[src/rtl/tcm_pkg.sv]
package tcm_pkg;
  localparam int WORD_W = 18;
  localparam int ADDR_W = WORD_W - 2;

  typedef logic [WORD_W-1:0] word_t;
  typedef logic [ADDR_W-1:0] addr_t;

  typedef enum logic [1:0] {
    CMD_DEPOSIT = 2'b00,
    CMD_ADD     = 2'b01,
    CMD_RUN     = 2'b10,
    CMD_OPER    = 2'b11
  } con_cmd_e;

  typedef enum logic [2:0] {
    ST_IDLE,
    ST_STORE,
    ST_FETCH,
    ST_RUN,
    ST_OPER
  } con_state_e;

  // ones'-complement sum: carry out of the top bit wraps into bit 0
  function automatic word_t oc_add(word_t a, word_t b);
    logic [WORD_W:0] s;
    s = {1'b0, a} + {1'b0, b};
    return s[WORD_W-1:0] + word_t'(s[WORD_W]);
  endfunction

  function automatic con_cmd_e cmd_of(word_t w);
    return con_cmd_e'(w[WORD_W-1 -: 2]);
  endfunction

  function automatic addr_t field_of(word_t w);
    return w[ADDR_W-1:0];
  endfunction
endpackage

[src/rtl/tcm_sync.sv]
module tcm_sync #(
  parameter int STAGES = 2
) (
  input  logic clk,
  input  logic rst_n,
  input  logic din,
  output logic level,
  output logic rise
);
  localparam int CHAIN = STAGES + 1;
  logic [CHAIN-1:0] sh;

  always_ff @(posedge clk) begin
    if (!rst_n) sh[0] <= 1'b0;
    else        sh[0] <= din;
  end

  for (genvar g = 1; g < CHAIN; g++) begin : g_stage
    always_ff @(posedge clk) begin
      if (!rst_n) sh[g] <= 1'b0;
      else        sh[g] <= sh[g-1];
    end
  end

  assign level = sh[STAGES-1];
  assign rise  = sh[STAGES-1] & ~sh[STAGES];
endmodule

[src/rtl/tcm_seq.sv]
module tcm_seq
  import tcm_pkg::*;
(
  input  logic  clk,
  input  logic  rst_n,
  input  logic  mode_rise,
  input  logic  step_rise,
  input  word_t instr_sw,
  input  word_t data_sw,
  output logic  mem_req,
  output logic  mem_we,
  output addr_t mem_addr,
  output word_t mem_wdata,
  input  logic  mem_ack,
  input  word_t mem_rdata,
  input  word_t acc_in,
  output logic  acc_we,
  output word_t acc_wdata,
  output logic  mbuf_we,
  output word_t mbuf_wdata,
  output logic  pc_we,
  output addr_t pc_wdata,
  output logic  run_start,
  output logic  oper_req,
  output addr_t oper_field,
  input  logic  oper_done,
  output logic  test_mode,
  output logic  busy
);
  con_state_e state_q, state_d;
  logic       test_q;
  word_t      instr_q, data_q;

  // named events
  logic accept_ev;
  logic finish_ev;
  logic leave_ev;

  assign accept_ev = step_rise && test_q && (state_q == ST_IDLE);
  assign leave_ev  = (state_q == ST_RUN);

  always_comb begin
    state_d   = state_q;
    finish_ev = 1'b0;
    unique case (state_q)
      ST_IDLE: if (accept_ev) begin
        unique case (cmd_of(instr_sw))
          CMD_DEPOSIT: state_d = ST_STORE;
          CMD_ADD:     state_d = ST_FETCH;
          CMD_RUN:     state_d = ST_RUN;
          CMD_OPER:    state_d = ST_OPER;
        endcase
      end
      ST_STORE, ST_FETCH: if (mem_ack) begin
        state_d   = ST_IDLE;
        finish_ev = 1'b1;
      end
      ST_RUN: begin
        state_d   = ST_IDLE;
        finish_ev = 1'b1;
      end
      ST_OPER: if (oper_done) begin
        state_d   = ST_IDLE;
        finish_ev = 1'b1;
      end
      default: state_d = ST_IDLE;
    endcase
  end

  always_ff @(posedge clk) begin
    if (!rst_n) begin
      state_q <= ST_IDLE;
      test_q  <= 1'b0;
      instr_q <= '0;
      data_q  <= '0;
    end else begin
      state_q <= state_d;
      if (leave_ev)       test_q <= 1'b0;
      else if (mode_rise) test_q <= 1'b1;
      if (accept_ev) begin
        instr_q <= instr_sw;
        data_q  <= data_sw;
      end
    end
  end

  assign mem_req    = (state_q == ST_STORE) || (state_q == ST_FETCH);
  assign mem_we     = (state_q == ST_STORE);
  assign mem_addr   = field_of(instr_q);
  assign mem_wdata  = data_q;
  assign mbuf_we    = (state_q == ST_FETCH) && mem_ack;
  assign mbuf_wdata = mem_rdata;
  assign acc_we     = mbuf_we;
  assign acc_wdata  = oc_add(acc_in, mem_rdata);
  assign pc_we      = leave_ev;
  assign pc_wdata   = field_of(instr_q);
  assign run_start  = leave_ev;
  assign oper_req   = (state_q == ST_OPER);
  assign oper_field = field_of(instr_q);
  assign test_mode  = test_q;
  assign busy       = (state_q != ST_IDLE);

  a_r9_req_stable: assert property (@(posedge clk) disable iff (!rst_n)
    (mem_req && !mem_ack) |=> (mem_req && $stable(mem_addr) && $stable(mem_we) && $stable(mem_wdata)));

  a_r4_acc_with_mbuf: assert property (@(posedge clk) disable iff (!rst_n)
    acc_we |-> (mbuf_we && mem_ack && !mem_we && mbuf_wdata == mem_rdata));

  a_r5_run_one_cycle: assert property (@(posedge clk) disable iff (!rst_n)
    run_start |=> (!run_start && !test_mode && !busy));

  a_r6_oper_hold: assert property (@(posedge clk) disable iff (!rst_n)
    (oper_req && !oper_done) |=> (oper_req && $stable(oper_field)));

  a_r7_idle_outside_test: assert property (@(posedge clk) disable iff (!rst_n)
    (!test_mode && !busy) |=> !busy);
endmodule

[src/rtl/tcm_console.sv]
module tcm_console
  import tcm_pkg::*;
#(
  parameter int SYNC_STAGES = 2
) (
  input  logic              clk,
  input  logic              rst_n,
  input  logic              mode_sw,
  input  logic              step_btn,
  input  logic [WORD_W-1:0] instr_sw,
  input  logic [WORD_W-1:0] data_sw,
  output logic              mem_req,
  output logic              mem_we,
  output logic [ADDR_W-1:0] mem_addr,
  output logic [WORD_W-1:0] mem_wdata,
  input  logic              mem_ack,
  input  logic [WORD_W-1:0] mem_rdata,
  input  logic [WORD_W-1:0] acc_in,
  output logic              acc_we,
  output logic [WORD_W-1:0] acc_wdata,
  output logic              mbuf_we,
  output logic [WORD_W-1:0] mbuf_wdata,
  output logic              pc_we,
  output logic [ADDR_W-1:0] pc_wdata,
  output logic              run_start,
  output logic              oper_req,
  output logic [ADDR_W-1:0] oper_field,
  input  logic              oper_done,
  output logic              test_mode,
  output logic              busy,
  output logic              core_hold
);
  logic mode_level, mode_rise;
  logic step_level, step_rise;

  tcm_sync #(.STAGES(SYNC_STAGES)) i_mode_sync (
    .clk(clk), .rst_n(rst_n), .din(mode_sw), .level(mode_level), .rise(mode_rise)
  );

  tcm_sync #(.STAGES(SYNC_STAGES)) i_step_sync (
    .clk(clk), .rst_n(rst_n), .din(step_btn), .level(step_level), .rise(step_rise)
  );

  tcm_seq i_seq (
    .clk(clk), .rst_n(rst_n),
    .mode_rise(mode_rise), .step_rise(step_rise),
    .instr_sw(instr_sw), .data_sw(data_sw),
    .mem_req(mem_req), .mem_we(mem_we), .mem_addr(mem_addr), .mem_wdata(mem_wdata),
    .mem_ack(mem_ack), .mem_rdata(mem_rdata),
    .acc_in(acc_in), .acc_we(acc_we), .acc_wdata(acc_wdata),
    .mbuf_we(mbuf_we), .mbuf_wdata(mbuf_wdata),
    .pc_we(pc_we), .pc_wdata(pc_wdata), .run_start(run_start),
    .oper_req(oper_req), .oper_field(oper_field), .oper_done(oper_done),
    .test_mode(test_mode), .busy(busy)
  );

  assign core_hold = test_mode | busy;

  a_r2_port_under_hold: assert property (@(posedge clk) disable iff (!rst_n)
    (mem_req || acc_we || oper_req) |-> core_hold);

  a_r8_single_accept: assert property (@(posedge clk) disable iff (!rst_n)
    (step_level && !step_rise) |=> !$rose(busy));

  a_r2_enter_on_switch: assert property (@(posedge clk) disable iff (!rst_n)
    (mode_rise && !run_start) |=> test_mode);
endmodule

[config.mk]
export PLATFORM = sky130hd
export DESIGN_NAME = tcm_console
export DESIGN_NICKNAME = d
export VERILOG_FILES = /design/src/rtl/tcm_pkg.sv /design/src/rtl/tcm_sync.sv /design/src/rtl/tcm_seq.sv /design/src/rtl/tcm_console.sv
export SDC_FILE = /design/constraint.sdc
export NUM_CORES = 1
export LEC_CHECK = 0
export ABC_AREA = 1
export CAP_MARGIN = 5
export CORE_MARGIN = 8
export CORE_UTILIZATION = 37
export CTS_BUF_LIST = sky130_fd_sc_hd__clkbuf_16
export DETAILED_ROUTE_END_ITERATION = 16
export GPL_TIMING_DRIVEN = 0
export HOLD_SLACK_MARGIN = 0.08
export PLACE_DENSITY = 0.78
export SETUP_SLACK_MARGIN = 0.3
export SLEW_MARGIN = 20
export SYNTH_ARGS = -nofsm -noshare
export SYNTH_HDL_FRONTEND = slang
export SYNTH_SLANG_ARGS = --single-unit
[constraint.sdc]
create_clock -name clk -period 3.3 [get_ports clk]
set_input_delay 0.495 -clock clk [delete_from_list [all_inputs] [get_ports clk]]
set_output_delay 0.495 -clock clk [all_outputs]
set_load 0.1 [all_outputs]
==> impl_metrics.tcl <==
set metrics [dict create \
    status "finished with violations" \
    failed_checks "setup timing" \
    setup_violations 14 \
    core-area_um2 9820 \
    sw_frac_of_total 0.514 \
    cts_tree "done" \
    slowest_delay_ns 0.39 \
    cts-htree-levels 2 \
    yosysWarnings 0 \
    ir_worst_vdd_mv 0.363 \
    min_period_over_period 1.18 \
    critPathMostFrequentCell "buf_6" \
    drc 0 \
    ys_types 34 \
    layout-drive-gt1-share 0.367 \
    worstHoldPathCells 2 \
    rows 36 \
    synthCells 595 \
    pwr-share-clk 0.167 \
    synthesis.area_um2 3750 \
    first_pass_iters 7 \
    drt-wirelength-per-cell_um 16.6 \
    max_slew.worst_pin.slew_ns 1.02 \
    initial_core_util 0.382 \
    max_slew_margin 0.315 \
    grt_max_degree 15 \
    grt_first_pass_wirelength_mm 24.3 \
    place_area_um2 6230 \
    syn_to_final_growth_pct 99.0 \
    cp-end-kind "output port" \
    max-cap-violations 0 \
    ys_async_sr_fraction 0 \
    synth.area.mux_share 0 \
    clk_path_buf_depth 2 \
    hold_class "reg -> reg" \
    rsz0062_at_grt "true" \
    die_area_um2 13600 \
    final_cell_mix "clkdlybuf4s50_1 (139), buf_4 (116), nand2_1 (103)" \
    worstPathArrival_ns 3.38 \
    syn_area_per_cell_um2 6.31 \
    gr-total-overflow 0 \
    drv_slew 0 \
    r2r-end "i_seq.instr_q[1]$_SDFFE_PN0P_" \
    fmaxAchievable_mhz 258 \
    pwr-share-seq 0.173 \
    startpoint_type "input port" \
    io_pins 190 \
    final_area_um2 7470 \
    final_util 0.760 \
    grt_pass1_vias 4841 \
    synth_seq_cells 44 \
    clkLatencyLatePin_ns 0.28 \
    cp.required_ns 2.80 \
    power_frac_comb 0.660 \
    yosysSeqAreaShare 0.235 \
    synth-main-ff-cell "dfxtp_1" \
    vias_per_cell 4.88 \
    detail-route-antenna-nets 0 \
    track_usage 0.224 \
    routed_wirelength_mm 16.7 \
    skew_ns 0.00298 \
    setup_ws_ns -0.579 \
    drt_iter0_drc 339 \
    die_y_um 117 \
    synth_top_family_by_area "simple AND/OR/NAND/NOR gates" \
    hold_viol_final 0 \
    synth-edff-count 0 \
    die_w_um 117 \
    path_clk_slew_ns 0.06 \
    root_buffer "clkbuf_16" \
    antenna_found_initial 1 \
    synthXorXnorAreaFrac 0.0210 \
    cts_buffers 5 \
    finalCriticalPeriod_ns 3.88 \
    synth-simple-area-share 0.386 \
    timing.critical_path.from "mem_rdata[0]" \
    synth-adder-area-share 0.0820 \
    cellPowerDensity_nw_per_um2 449 \
    port_buffers 189 \
    crit_slowest_cell "fa_2" \
    worstRegToRegCells 9 \
    p_leak_uw 0.00344 \
    dp_hpwl_mm 11.7 \
    power.switching_uw 1720 \
    vias 4896 \
    synth_nets 697 \
    fin_nets 970 \
    clkSinkCount 44 \
    gp_congestion 0.899 \
    path_max_fanout 5 \
    final_common_cell "clkdlybuf4s50_1" \
    crit_end "acc_wdata[15]" \
    synth_compound_area_frac 0.0877 \
    reg2reg_from "i_seq.state_q[1]$_SDFFE_PN0P_" \
    p_int_uw 1630 \
    crit_type "in -> out" \
    reg2reg_slack_ns 1.50 \
]
worst max-delay path, delay by kind of cell:
kind          cells  cell delay (ns)
buf+inv          15             1.47
simple gates      9             0.86
fa+ha+maj         2             0.54
cells by family (layout without fill, tap and decap cells):
logic type,count (synthesis),count (layout)
AND/OR/NAND/NOR,321,321
buffers and inverters,135,409
AO/OA/AOI/OAI,62,62
flip-flops,44,44
adder cells (fa/ha/maj),24,24
XOR/XNOR,9,9
other,0,1
sequential cells by signal, indices dropped and copies added, names as in the netlist:
name,cells
i_seq.instr_q,16
i_step_sync.sh,2
i_mode_sync.sh,2
i_seq.state_q,3
i_step_sync.level,1
i_seq.mem_wdata,18
i_seq.test_mode,1
i_mode_sync.level,1
per-stage QoR:
step / hold WS, ns / setup slack (ns) / power (uW) / instances / TNS [ns]
final: 0.420 / -0.579 / 3350 / 1003 / -5.72
after global routing: 0.438 / -0.704 / 3490 / 1003 / -7.48
after CTS: 0.424 / -0.477 / 3230 / 984 / -4.70
after detailed placement: 0.408 / -2.27 / 2460 / 917 / -33.21
after global placement: 0.400 / -2.23 / 2440 / 917 / -32.57
after floorplan: 0.390 / -0.421 / 2030 / 595 / -4.06
area by class of cell:
type	count	area, um2
fillers	683	2350
multi-input cells	416	2910
plain buffers	63	437
clock inverters	3	42.5
well taps	133	166
clock buffers	5	125
inverters	72	280
flip-flops and latches	44	881
diodes	1	2.50
repair buffers	266	2620
routing by layer:
metal,up-vias,share of wire,track usage
met1,2236,0.37,0.231
li1,2346,-,-
met2,276,0.52,0.430
met3,38,0.088,0.0507
met5,-,0,0
met4,0,0.030,0.0794
power by group through the flow:
| stage | Clock, uW | Combinational [uW] | Sequential (uW) |
|---|---|---|---|
| 3_5_place_dp | 0 | 1870 | 590 |
| 6_report | 560 | 2210 | 579 |
| 5_1_grt | 596 | 2310 | 581 |
| 2_1_floorplan | 0 | 1370 | 653 |
| 4_1_cts | 562 | 2080 | 578 |
| 3_3_place_gp | 0 | 1850 | 587 |
worst min path at each step:
stage | slack, ns | end | from
5_1_grt | 0.44 | i_step_sync.level$_SDFF_PN0_ | i_step_sync.sh[0]$_SDFF_PN0_
3_3_place_gp | 0.40 | i_mode_sync.level$_SDFF_PN0_ | i_mode_sync.sh[0]$_SDFF_PN0_
3_5_place_dp | 0.41 | i_mode_sync.level$_SDFF_PN0_ | i_mode_sync.sh[0]$_SDFF_PN0_
2_1_floorplan | 0.39 | i_mode_sync.level$_SDFF_PN0_ | i_mode_sync.sh[0]$_SDFF_PN0_
6_report | 0.42 | i_mode_sync.level$_SDFF_PN0_ | i_mode_sync.sh[0]$_SDFF_PN0_
4_1_cts | 0.42 | i_mode_sync.level$_SDFF_PN0_ | i_mode_sync.sh[0]$_SDFF_PN0_
Yosys cell counts, types with 2 or more instances:
master    instances  area (um2)
nand2_1         134         503
dfxtp_1          44         881
nand3_2           5        50.1
xor2_1            8        70.1
inv_1            70         263
and2_1            4        25.0
nand2_2          19         119
a21oi_1          15        75.1
nand3_1          37         185
o21ai_0          40         200
buf_4            52         390
clkbuf_1          7        26.3
nor2_2           10        62.6
nand3b_1          2        15.0
nand2_4           3        33.8
nand4_1           2        12.5
buf_2             4        20.0
a21oi_2           3        26.3
nor2_1           94         353
nor2_4            3        33.8
nor3_1            4        20.0
ha_1             23         288
repair_timing:
item                                   CTS  global route
pin swaps                               54            36
buffers inserted                        59            18
hold buffers                             0             0
resized for setup                      344            47
setup endpoints to repair               18            18
endpoints found under the hold margin    0             0
Note: power is estimated with default switching activity, not from simulation.
